**config.mk**
```make
export PLATFORM = sky130hd
export DESIGN_NAME = wr_cycle_seq
export DESIGN_NICKNAME = d
export VERILOG_FILES = /design/src/rtl/wr_cycle_seq.sv
export SDC_FILE = /design/constraint.sdc
export NUM_CORES = 1
export LEC_CHECK = 0
export ABC_AREA = 1
export ABC_CLOCK_PERIOD_IN_PS = 1600
export BUFFER_PORTS_ARGS = -buffer_cell sky130_fd_sc_hd__buf_2
export CORE_AREA = 2 2 94 96
export CTS_BUF_LIST = sky130_fd_sc_hd__clkbuf_8
export DETAILED_ROUTE_END_ITERATION = 8
export DIE_AREA = 0 0 96 98
export GPL_ROUTABILITY_DRIVEN = 0
export HOLD_SLACK_MARGIN = 0.02
export SETUP_SLACK_MARGIN = 0.1
export SYNTH_ARGS = -nofsm -noshare
export SYNTH_HDL_FRONTEND = slang
export SYNTH_SLANG_ARGS = --single-unit
```
**constraint.sdc**
```tcl
create_clock -name clk -period 1.6 [get_ports clk]
set_input_delay 0.08 -clock clk [delete_from_list [all_inputs] [get_ports clk]]
set_output_delay 0.08 -clock clk [all_outputs]
set_load 0.1 [all_outputs]
```
**src/rtl/wr_cycle_seq.sv**
```systemverilog
module wr_cycle_seq #(
  parameter int AW = 20,
  parameter int DW = 16
) (
  input  logic          clk,
  input  logic          rst_n,
  input  logic          req_valid,
  input  logic [AW-1:0] req_addr,
  input  logic [DW-1:0] req_data,
  input  logic          req_cs,
  output logic          req_ready,
  output logic          done,
  input  logic          bus_rdy,
  output logic          ale,
  output logic [AW-1:0] bus_addr,
  output logic [DW-1:0] bus_data,
  output logic          den,
  output logic          cs_n,
  output logic          wr_n
);
  typedef enum logic [2:0] {S_IDLE, S_T1, S_T2, S_T3, S_TW, S_T4} st_t;

  st_t           st, st_nx;
  logic [AW-1:0] addr_q;
  logic [DW-1:0] data_q;
  logic          sel_q;
  logic          take;

  assign req_ready = (st == S_IDLE) || (st == S_T4);
  assign take      = req_valid && req_ready;

  always_comb begin
    st_nx = st;
    case (st)
      S_IDLE:      if (take) st_nx = S_T1;
      S_T1:        st_nx = S_T2;
      S_T2:        st_nx = S_T3;
      S_T3, S_TW:  st_nx = bus_rdy ? S_T4 : S_TW;
      S_T4:        st_nx = take ? S_T1 : S_IDLE;
      default:     st_nx = S_IDLE;
    endcase
  end

  always_ff @(posedge clk) begin
    if (!rst_n) begin
      st       <= S_IDLE;
      addr_q   <= '0;
      data_q   <= '0;
      sel_q    <= 1'b0;
      bus_addr <= '0;
    end else begin
      st <= st_nx;
      if (take) begin
        addr_q <= req_addr;
        data_q <= req_data;
        sel_q  <= req_cs;
      end
      if (st == S_T1) bus_addr <= addr_q;
    end
  end

  assign ale      = (st == S_T1);
  assign wr_n     = !((st == S_T2) || (st == S_T3) || (st == S_TW));
  assign den      = (st == S_T2) || (st == S_T3) || (st == S_TW) || (st == S_T4);
  assign cs_n     = !(sel_q && (st != S_IDLE));
  assign done     = (st == S_T4);
  assign bus_data = data_q;
endmodule

```
Yosys cells after proc, flatten, opt, wreduce, memory -nomap -nowiden --
Cells that the tools add are included.
Operators by class: add/sub/neg operators 0, multipliers 0, div/mod/pow operators 0, magnitude comparators 0, equal/unequal tests 6, shifts and indexed selects 0, multiplexer cells 4, bitwise gates (word level) 0, reductions and logical operators 11
Operator list (count):
- $pmux W3 S5 | 1
- $eq A3 B2 Y1 const B | 2
- $eq A3 B3 Y1 const B | 2
- $logic_or A1 B1 Y1 | 4
- $eq A3 B1 Y1 const B | 1
- $logic_not A3 Y1 | 1
- $mux W3 | 1
- $reduce_bool A3 Y1 | 1
- $logic_and A1 B1 Y1 | 2
- $logic_not A1 Y1 | 2
- $mux W1 | 2
- $ne A2 B2 Y1 const B | 1
- $reduce_or A2 Y1 | 1
Word-level totals: register bits after elaboration 60, latch bits 0, RAM bits 0, memory bits (read-only) 0, word-level logic and storage cells 26, memories 0

Logic depth before layout (Yosys ltp) --
depth after elaboration 5, gate-level depth with buffers 8, gate-level depth less buffers 8

Worst setup path before layout --
OpenSTA, ideal clock, no wires.
path kind flip-flop to output port, start register st[0], end output port den, arrival 3.181 ns, data required time 1.520 ns, slack -1.661 ns, cell stages (with the launch flop) 4, cells stage by stage dfxtp_1 -> nor2_2 -> a21oi_1 -> nand2_1
On the way: longest elaborated chain between the ends 4
Ends and longest elaborated chain:
- start: declaration | RTL line 23 | st_t st, st_nx;
- start signal: assignment | RTL line 52 | st <= st_nx;
- $eq A3 B2 Y1 | RTL line 64 | assign den = (st == S_T2) || (st == S_T3) || (st == S_TW) || (st == S_T4);
- $logic_or A1 B1 Y1 (2 in series) | RTL line 64
- $logic_or A1 B1 Y1 * | RTL line 64
- end: declaration | RTL line 17 | output logic den,
Every way passes the cells marked *; elsewhere a longest branch is shown, timed or not.

Worst setup path in the final report --
start register st[0], end output port req_ready
On the way: longest elaborated chain between the ends 2
Ends and longest elaborated chain:
- $eq A3 B3 Y1 / $logic_not A3 Y1 (equally long branches) | RTL line 29 | assign req_ready = (st == S_IDLE) || (st == S_T4);
- $logic_or A1 B1 Y1 * | RTL line 29
- end: declaration | RTL line 11 | output logic req_ready,
Marked as above.

==> qor.txt <==
outcome: complete, no violations
final worst path period need: 1.43 ns
clk_lat worst skew: 0.32 ns
slowest cell on the critical path: dfxtp_4
async set-reset flop share out of synthesis: 0%
FMAX: 0.701 GHz
layout cell share with drive strength beyond 1: 31.3%
top_reg_cell synth: dfxtp_1
Pins Over Slew Limit: 0
dpl hpwl: 4160 um
synth warn: 0
number of max-cap violations: 0
post-synthesis sequential area ratio: 49.0%
Cell variety after synth: 19
internal power: 3400 uW
Die Height: 98 um
# clock sinks: 60
synthesized flop and latch total: 60
total grt overflow: 0
total power: 6650 uW
CTS tree: done
core area: 8470 sq um
most common cell in the netlist: nand2_1
Slew headroom: 54.3%
P&R area growth vs syn: 34.9%
Die ar.: 9410 sq um
power density over the cells: 2010 nW/um^2
vias in the first global route: 2,125
final setup TNS: 0 ns
DR vias: 2,215
Antenna Nets Post-Route: 0
synthesized area: 2450 sq um
antenna cell count: 0
gr usage total: 13.2%
Hold WC Path Type: input pin to register
leakage: 0.00153 uW
Num CTS Buffers: 9
vias per cell: 4.26
worst hold path stage count: 4
clock network power share: 19.8%
# port buffers: 82
Psw: 3250 uW
reg2reg path depth: 8
synth top area cells: dfxtp_1 49%, nand2_1 13%, nand3b_1 11%
leading area contributor after synthesis: dfxtp_1
nets@finish: 449
CP required: 1.52 ns
cells after synthesis: 321
CP endpoint kind: output port
CP cell instances: nor2_4, nand2_8, nand2_4, buf_6, buf_12
fin crit share: 89.2%
Syn Nets: 362
skew final: 0.00829 ns
largest net degree at the start of global routing: 39
worst slew pin tran: 0.684 ns
Root Buffer: clkbuf_8
Die X: 96 um
top post-synthesis cells by count: 86 x nand2_1, 73 x nor2_1, 60 x dfxtp_1, 37 x nand3b_1, 21 x a21oi_1
H-tree levels: 3
setup ws final: 0.173 ns
clock slew at reported path FFs: 0.07 ns
final hold violation count: 0
Residual DRC: 0
Fill cells: 894
Synth top area share: 49.0%
Reg power frac: 30.0%
Setup Viol. Count Final: 0
worst slack, placed: 0.133 ns
Finished Cell Area: 3300 sq um
Comb power frac: 50.1%
hold_buf cts: 0
worst-path maximum fanout: 7
Area after DPL: 3020 sq um
CTS max path bufs: 2
CP max stage delay: 0.38 ns
worst vdd ir: 0.00148 V
Initial DRT Pass Iterations: 4
I/O pin cnt: 83
initial drt markers: 75
Post-synth EDFFs: 0
critical path class: register to output port
row cnt: 34
first-pass GRT wire length: 9760 um
Syn Area/Cell: 7.63 sq um
Initial Utilization: 28.9%
unrepaired setup endpoints after global routing: no
fraction of power spent switching nets: 48.9%
Worst Path Arrival: 1.35 ns
DRT Wirelength: 6010 um
Routed WL per cell: 11.6 um
initial antenna violation count: 0
crit start category: register
==> what timing repair did <==
action | CTS | global route
resized for setup | 11 | 8
setup endpoints to repair | 5 | 15
pin swaps | 1 | 1
buffers inserted | 2 | 2
gates cloned | 1 | 0
==> stage by stage <==
step,utilization [%],cells,hold slack (ns)
floorplan,-,321,0.247
global placement,35.6,500,0.380
detailed placement,35.6,500,0.388
CTS,38.5,518,0.0341
global route,39.0,520,0.0534
finish,39.0,520,0.0485
==> cell type report <==
cell class              count  area, sq um  share of cell area, %
clock buffers              10          138                   4.17
multi-input cells         231         1140                   34.4
repair buffers             96          588                   17.8
clock inverters             5         52.6                   1.59
flip-flops and latches     60         1210                   36.6
repair inverters            1         7.51                  0.227
inverters                   9         37.5                   1.14
well taps                 108          135                   4.09
==> worst max-delay path: cells and delay by family, from the launching register on <==
kind / cells / cell delay [ns]
DFF: 1 / 0.38
and+or+nand+nor: 3 / 0.37
buffers and inverters: 2 / 0.27
==> logic make-up (layout without fill, tap and decap cells) <==
logic type | Yosys count | in the layout | share of synthesized area [%]
compound gates | 24 | 24 | 5.46
buf+inv | 30 | 121 | 6.84
simple gates | 207 | 207 | 38.7
flops | 60 | 60 | 49.0
==> flip-flops by register name (all words and copies together) (netlist names) <==
| name | count |
|---|---|
| addr_q | 20 |
| bus_addr | 20 |
| bus_data | 16 |
| sel_q | 1 |
| st | 3 |
==> power by group through the flow <==
stage / clock network (uW) / logic (uW) / registers (uW)
after floorplan: 0 / 1530 / 3090
after global placement: 0 / 3160 / 2010
after detailed placement: 0 / 3190 / 2010
after CTS: 1370 / 3300 / 2000
after global routing: 1430 / 3560 / 2040
final: 1320 / 3330 / 2000
==> cells in the final DEF (no fill, tap or decap), drive strengths merged <==
cell / instances
buf: 96
nand2: 87
nor2: 77
dfxtp: 60
nand3b: 37
a21oi: 21
clkbuf: 10
inv: 8
nand3: 4
clkinvlp: 3
clkinv: 3
o21ai: 2
nand4: 1
a21boi: 1
nor3: 1
bufinv: 1
==> per-layer routing <==
layer / GRT usage, % / share of wire (%) / up-vias
met4: 5.05 / 1.3 / 0
met2: 21.3 / 48 / 48
met1: 16.2 / 46 / 981
met3: 4.48 / 4.7 / 4
met5: 0 / 0 / -
li1: - / - / 1182
==> path summary, 6_finish.rpt <==
check	startpoint	endpoint	slack (ns)
setup / recovery	st[0]	req_ready	0.17
hold / removal	req_data[5]	bus_data[5]	0.05
setup reg to reg	st[0]	addr_q[9]	0.24
hold reg to reg	addr_q[3]	bus_addr[3]	0.46
No activity file was read; power rests on OpenSTA's default activity.
